**src/rtl/rxdet_seq.sv**
```systemverilog
module rxdet_seq #(
  parameter int               TIMEOUT_CYCLES = 1024,
  parameter int               PWR_W          = 2,
  parameter logic [PWR_W-1:0] P1_CODE        = PWR_W'(2),
  parameter logic [2:0]       CODE_PRESENT   = 3'b011
) (
  input  logic             clk,
  input  logic             rst_n,
  input  logic             det_req_i,
  input  logic [PWR_W-1:0] pwr_state_i,
  input  logic             cmp_valid_i,
  input  logic             cmp_present_i,
  output logic             det_cmd_o,
  output logic             tx_elec_idle_o,
  output logic             phy_status_o,
  output logic [2:0]       rx_status_o
);
  localparam int             CNT_W = $clog2(TIMEOUT_CYCLES + 1);
  localparam logic [CNT_W-1:0] LAST = CNT_W'(TIMEOUT_CYCLES - 1);

  logic             busy;
  logic             armed;
  logic [CNT_W-1:0] cnt;

  wire in_p1  = (pwr_state_i == P1_CODE);
  wire idle   = !busy && !phy_status_o;
  wire start  = idle && armed && det_req_i && in_p1;
  wire finish = busy && (cmp_valid_i || cnt == LAST);

  assign det_cmd_o      = busy;
  assign tx_elec_idle_o = in_p1 || busy;

  always_ff @(posedge clk) begin
    if (!rst_n) begin
      busy         <= 1'b0;
      armed        <= 1'b0;
      cnt          <= '0;
      phy_status_o <= 1'b0;
      rx_status_o  <= 3'b000;
    end else begin
      busy         <= start || (busy && !finish);
      armed        <= idle && !det_req_i;
      cnt          <= (busy && !finish) ? cnt + 1'b1 : '0;
      phy_status_o <= finish;
      rx_status_o  <= (finish && cmp_valid_i && cmp_present_i) ? CODE_PRESENT : 3'b000;
    end
  end
endmodule

```
**config.mk**
```make
export PLATFORM = sky130hd
export DESIGN_NAME = rxdet_seq
export DESIGN_NICKNAME = d
export VERILOG_FILES = /design/src/rtl/rxdet_seq.sv
export SDC_FILE = /design/constraint.sdc
export NUM_CORES = 1
export LEC_CHECK = 0
export BUFFER_PORTS_ARGS = -buffer_cell sky130_fd_sc_hd__buf_2
export CELL_PAD_IN_SITES_DETAIL_PLACEMENT = 1
export CELL_PAD_IN_SITES_GLOBAL_PLACEMENT = 2
export CORE_ASPECT_RATIO = 0.75
export CORE_MARGIN = 2
export CORE_UTILIZATION = 28
export CTS_CLUSTER_SIZE = 16
export DETAILED_ROUTE_END_ITERATION = 10
export PLACE_DENSITY = 0.75
export SLEW_MARGIN = 0
export SYNTH_ARGS = -nofsm -noshare
export SYNTH_HDL_FRONTEND = slang
export SYNTH_SLANG_ARGS = --single-unit
```
**constraint.sdc**
```tcl
create_clock -name clk -period 1.4 [get_ports clk]
set_clock_uncertainty 0.05 [all_clocks]
set_input_delay 0 -clock clk [delete_from_list [all_inputs] [get_ports clk]]
set_output_delay 0 -clock clk [all_outputs]
set_load 0.05 [all_outputs]
```
==> results.py, run 1 <==
metrics = {
    "clock_network": {
        "cts_tree": "built",
        "clockBufferDepth": 2,
        "root_buffer": "clkbuf_4",
        "htreeDepth": 1,
        "clock-sinks": 15,
        "clock_latency_ns": 0.30,
        "clk_pin_slew_ns": 0.10,
        "cts_made_buffers": 3,
    },
    "min_path": {
        "min_delay_path_depth": 1,
        "hold_end": "cnt[0]$_SDFF_PN0_",
        "hp-start": "cnt[0]$_SDFF_PN0_",
        "hold_class": "reg2reg",
    },
    "route": {
        "ant_nets": 0,
        "vias": 581,
        "wl_per_cell_um": 14.0,
        "dr.pass1.iters": 4,
        "drc": 0,
        "routed_wl_um": 1700,
        "avgViaCountPerCell": 4.80,
        "drtIter0Drc": 26,
    },
    "sta": {
        "fin_crit_ns": 1.35,
        "setup_viol": 0,
        "slew_viol_final": 0,
        "finalWorstSetupSlack_ns": 0.0541,
        "rsz0062_at_grt": "yes",
        "layout_worst_path_cycle_share_pct": 96.1,
        "fmax_ghz": 0.743,
        "hold_viol": 0,
    },
    "synthesis": {
        "synth_nets": 77,
        "synth.ff_latch_count": 15,
        "netlist_area_um2": 657,
        "yosys.area.top_type": "dfxtp_1",
        "yosysTopAreaCellShare_pct": 45.7,
        "yosys_warnings": 0,
        "synth_sequential_area_ratio_pct": 45.7,
        "ys_top_cells_by_area": "dfxtp_1 46%, nor2_1 4.6%, nand4_2 3.8%, buf_4 3.4%, o31ai_1 3.4%",
        "ys_types": 28,
        "postSynthCellCount": 69,
        "synth_area_per_cell_um2": 9.52,
    },
    "job": {
        "max_cap_violations": 0,
    },
    "die": {
        "start_util_pct": 29.2,
        "num_rows": 15,
        "num_io_pins": 13,
        "die_x_um": 59.9,
        "core_mm2": 0.00225,
        "die_h_um": 45.9,
        "die_area_mm2": 0.00275,
    },
    "layout": {
        "nets": 105,
        "final_cells": 121,
        "drive_above_1_share_pct": 37.5,
        "final_cell_mix": "11 x buf_2, 9 x dfxtp_1, 8 x nor2_1, 8 x dlygate4sd3_1, 7 x buf_4",
        "area_delta_synth_final_pct": 41.5,
        "antenna_cells": 0,
        "final_common_cell": "buf_2",
    },
    "placement": {
        "hpwl_um": 1120,
        "pre_cts_slack_ns": -0.0351,
        "routabilityCongestion": 0.808,
        "io_buffers": 11,
        "place_inst": 108,
    },
    "global_routing": {
        "met2_usage_pct": 19.6,
        "overflow": 0,
        "grt_busiest_layer": "met2",
        "antenna_found_initial": 0,
        "use_met3_pct": 5.97,
        "grt_pass1_wl_um": 2770,
        "grtUsageMet1_pct": 19.5,
        "grt_max_degree": 9,
        "grt_pass1_vias": 576,
        "track_usage_pct": 14.2,
    },
    "worst_setup_path": {
        "end_kind": "flop",
        "timing.reg2reg.setup_slack_ns": 0.05,
        "cp_slowest_cell": "or4_4",
        "timing.rr.start": "cnt[0]$_SDFF_PN0_",
        "worstPathMaxFanout": 6,
        "worstSetupPathType": "reg2reg",
        "worstPathCellList": "buf_4, nand4_4, or4_4, a21oi_1",
        "max_stage_delay_ns": 0.44,
        "crit_required_ns": 1.58,
        "r2r_cells": 4,
        "r2r-end": "cnt[7]$_SDFF_PN0_",
        "crit_arrival_ns": 1.52,
        "cp-start-kind": "flop",
    },
    "power": {
        "p_leak_nw": 0.396,
        "pwr_density_cell_mw_per_mm2": 799,
        "finalPower_mw": 0.742,
        "peakVddDrop_mv": 0.454,
    },
    "outcome": {
        "outcome": "finished, final reports clean",
    },
}
## logic make-up (layout without fill, tap and decap cells)
group | after synthesis | after routing | synth area share (%)
other cells | 1 | 1 | 0.571
xor+xnor | 3 | 3 | 4.00
buf+inv | 8 | 35 | 6.29
simple gates | 26 | 26 | 26.1
flops | 15 | 15 | 45.7
compound gates | 15 | 15 | 15.4
fa+ha+maj | 1 | 1 | 1.90
## worst max path at each step
stage | cells after the start | endpoint | startpoint
after floorplan | 5 | det_cmd_o$_SDFF_PN0_ | cnt[0]$_SDFF_PN0_
after global placement | 5 | cnt[5]$_SDFF_PN0_ | cnt[0]$_SDFF_PN0_
after detailed placement | 5 | cnt[10]$_SDFF_PN0_ | cnt[0]$_SDFF_PN0_
after CTS | 3 | cnt[9]$_SDFF_PN0_ | cnt[5]$_SDFF_PN0_
after global routing | 5 | det_cmd_o$_SDFF_PN0_ | cnt[0]$_SDFF_PN0_
final | 4 | cnt[7]$_SDFF_PN0_ | cnt[0]$_SDFF_PN0_
## area by class of cell
class / instances / area [um^2]
inverter: 5 / 18.8
sequential: 15 / 308
timing repair buffer: 26 / 188
tap: 25 / 31.3
multi-input combinational: 46 / 358
fill: 273 / 1320
clock buffer: 4 / 26.3
## where the power goes
| part | leakage, nW | internal, mW | total [mW] | switching (mW) |
|---|---|---|---|---|
| sequential | 0.124 | 0.429 | 0.430 | 0.00121 |
| combinational | 0.257 | 0.0230 | 0.0506 | 0.0276 |
| clock | 0.0150 | 0.111 | 0.262 | 0.151 |
| total | 0.396 | 0.563 | 0.742 | 0.180 |
## registers in the layout (all words and copies together), names as in the netlist
register and cells:
cnt 11, phy_status_o 1, det_cmd_o 1, rx_status_o 1, armed 1
## metal layers
layer	vias up	wire [um]	share of wire (%)
met5	-	0	0
met4	0	24	1.4
met3	4	57	3.4
met2	9	752	44
met1	273	862	51
li1	295	-	-
## what timing repair did
item | in CTS | in global routing
endpoints found under the hold margin | 4 | 0
endpoints found under the setup margin | 9 | 13
cloned | 1 | 0
hold buffers | 8 | 0
resized for setup | 6 | 7
pin swaps | 1 | 1
buffers inserted | 0 | 0
## metrics by stage
step,setup TNS (ns),hold slack (ns),instance area [um^2],util [%]
2_1_floorplan,0,0.0224,668,-
3_3_place_gp,0,0.124,777,34.5
3_5_place_dp,-0.175,0.137,777,34.5
4_1_cts,0,0.396,912,40.5
5_1_grt,-0.0905,0.413,930,41.3
6_report,0,0.402,930,41.3
## critical path: cells and delay by family, from the launching register on
| family | cells | cell delay (ns) |
|---|---|---|
| buffers and inverters | 1 | 0.13 |
| AND/OR/NAND/NOR | 2 | 0.57 |
| flip-flops | 1 | 0.37 |
| AO/OA/AOI/OAI | 1 | 0.16 |
## Yosys cell counts
cell type / n
a21o_1: 1
a21oi_1: 4
a21oi_2: 1
and3b_1: 1
and4_1: 1
buf_4: 3
conb_1: 1
dfxtp_1: 15
ha_1: 1
inv_1: 5
nand2_1: 2
nand2b_1: 1
nand3_1: 3
nand4_1: 1
nand4_2: 2
nand4_4: 1
nor2_1: 8
nor3_1: 1
o211a_1: 1
o21ai_0: 3
o21ai_1: 1
o31ai_1: 3
o31ai_2: 1
or3_1: 3
or4_1: 1
or4_4: 1
xnor2_1: 2
xor2_1: 1
No activity file was read; power rests on OpenSTA's default activity.
==> run 2: changes to the inputs <==
Settings changed: MAX_ROUTING_LAYER set to met4, SETUP_SLACK_MARGIN set to 0.1.
==> results.py, run 2 (same netlist as run 1, synthesis figures left out) <==
metrics = {
    "outcome": {
        "outcome": "finished, final reports clean",
    },
    "job": {
        "max_cap_violations": 0,
    },
    "worst_setup_path": {
        "crit_arrival_ns": 1.55,
        "worstPathCellList": "ha_4, nand4_4, buf_6, or3_1, a21oi_1",
        "max_stage_delay_ns": 0.39,
        "end_kind": "flop",
        "crit_buf_inv": 1,
        "cp-start-kind": "flop",
        "worstSetupPathType": "reg2reg",
        "cp_slowest_cell": "dfxtp_4",
        "timing.rr.start": "cnt[1]$_SDFF_PN0_",
        "critical-path-top-delay-family": "simple AND/OR/NAND/NOR gates",
        "path_depth": 5,
        "crit_start": "cnt[1]$_SDFF_PN0_",
        "r2r-end": "cnt[8]$_SDFF_PN0_",
        "timing.reg2reg.setup_slack_ns": 0.03,
        "crit_required_ns": 1.58,
        "worstPathMaxFanout": 5,
        "r2r_cells": 5,
        "crit_end": "cnt[8]$_SDFF_PN0_",
    },
    "placement": {
        "io_buffers": 11,
        "pre_cts_slack_ns": -0.00265,
        "routabilityCongestion": 0.720,
        "hpwl_um": 1080,
        "place_inst": 106,
    },
    "sta": {
        "layout_worst_path_cycle_share_pct": 98.1,
        "rsz0062_at_grt": "yes",
        "hold_viol": 0,
        "fin_setup_tns_ns": 0,
        "setup_viol": 0,
        "fmax_ghz": 0.728,
        "finalWorstSetupSlack_ns": 0.0264,
        "slew_viol_final": 0,
        "fin_crit_ns": 1.37,
    },
    "die": {
        "core_mm2": 0.00225,
        "num_rows": 15,
        "num_io_pins": 13,
        "die_area_mm2": 0.00275,
        "die_x_um": 59.9,
        "die_h_um": 45.9,
        "start_util_pct": 29.2,
    },
    "clock_network": {
        "cts_tree": "built",
        "clk_pin_slew_ns": 0.10,
        "cts_made_buffers": 3,
        "clock-sinks": 15,
        "clockBufferDepth": 2,
        "root_buffer": "clkbuf_4",
        "htreeDepth": 1,
        "clock_latency_ns": 0.29,
    },
    "layout": {
        "final_cell_mix": "10 x buf_2, 6 x dfxtp_1, 6 x dlygate4sd3_1",
        "largest_reg_flops": 11,
        "area_delta_synth_final_pct": 52.2,
        "top_register": "cnt",
        "antenna_cells": 0,
        "fin_util_pct": 44.4,
        "drive_above_1_share_pct": 53.1,
        "final_cells": 121,
        "final_common_cell": "buf_2",
        "nets": 105,
    },
    "route": {
        "routed_wl_um": 1840,
        "dr.pass1.iters": 4,
        "drtIter0Drc": 6,
        "ant_nets": 0,
        "wl_per_cell_um": 15.2,
        "avgViaCountPerCell": 5.01,
        "drc": 0,
        "vias": 606,
    },
    "global_routing": {
        "overflow": 0,
        "grt_pass1_vias": 574,
        "track_usage_pct": 14.6,
        "grt_pass1_wl_um": 2770,
        "antenna_found_initial": 0,
        "grt_max_degree": 10,
    },
    "power": {
        "peakVddDrop_mv": 0.489,
        "pwr_density_cell_mw_per_mm2": 726,
        "p_leak_nw": 0.410,
        "finalPower_mw": 0.726,
    },
    "min_path": {
        "hold_class": "in2reg",
        "min_delay_path_depth": 4,
    },
}
==> run 2: changes by cell type in the layout (fill, tap and decap cells not counted), moves of 2 or more <==
| cell | change |
|---|---|
| nor2_4 | +2 |
| buf_6 | +4 |
| dfxtp_4 | +5 |
| buf_4 | -2 |
| dlygate4sd3_1 | -2 |
| a21oi_2 | +3 |
| nor2_2 | +4 |
| a21oi_1 | -3 |
| dfxtp_2 | -2 |
| nor2_1 | -6 |
| dfxtp_1 | -3 |
==> run 2: worst min-delay path by stage <==
stage                  startpoint                       to  slack [ns]
2_1_floorplan           det_req_i         armed$_SDFF_PN0_        0.02
3_3_place_gp            det_req_i         armed$_SDFF_PN0_        0.12
6_report                    rst_n         armed$_SDFF_PN0_        0.12
3_5_place_dp            det_req_i         armed$_SDFF_PN0_        0.13
5_1_grt                     rst_n  phy_status_o$_SDFF_PN0_        0.14
4_1_cts        cnt[10]$_SDFF_PN0_       cnt[10]$_SDFF_PN0_        0.42
==> run 2: worst reg2reg max path: stages, from the launching register on <==
cell and delay, ns:
dfxtp_4 0.39, ha_4 0.15, nand4_4 0.12, buf_6 0.16, or3_1 0.30, a21oi_1 0.15
==> run 2: final cells by class <==
cell class	count	area, um^2
clock inverter	1	5.00
sequential	15	324
clock buffer	3	22.5
timing repair buffer	26	205
tap	25	31.3
inverter	5	18.8
fill	261	1250
multi-input combinational	46	393
==> run 2: power breakdown <==
part	switching, mW	leakage [nW]	total [mW]	internal, mW
logic	0.0291	0.265	0.0532	0.0240
clock network	0.146	0.0177	0.252	0.106
registers	0.00176	0.127	0.421	0.419
total	0.177	0.410	0.726	0.550
==> run 2: metal layers <==
layer	share of wire (%)	up-vias	track usage, %
met3	4.7	2	5.97
met2	52	11	22.4
li1	-	295	-
met1	43	298	17.6
met4	0.76	0	4.00
met5	0	-	-
==> run 2: repair_timing <==
item                                    in CTS  in global routing
gates resized for setup                     15                 16
hold buffers                                 8                  0
endpoints found under the setup margin      12                 15
pin swaps                                    7                  5
cloned                                       0                  0
setup buffers                                4                  0
hold endpoints to repair                     4                  0
==> run 2: per-stage QoR <==
step                hold WS [ns]  cell area, um^2
floorplan                 0.0224              694
global placement           0.125              785
CTS                        0.417              958
finish                     0.118             1000
detailed placement         0.129              785
global route               0.137             1000
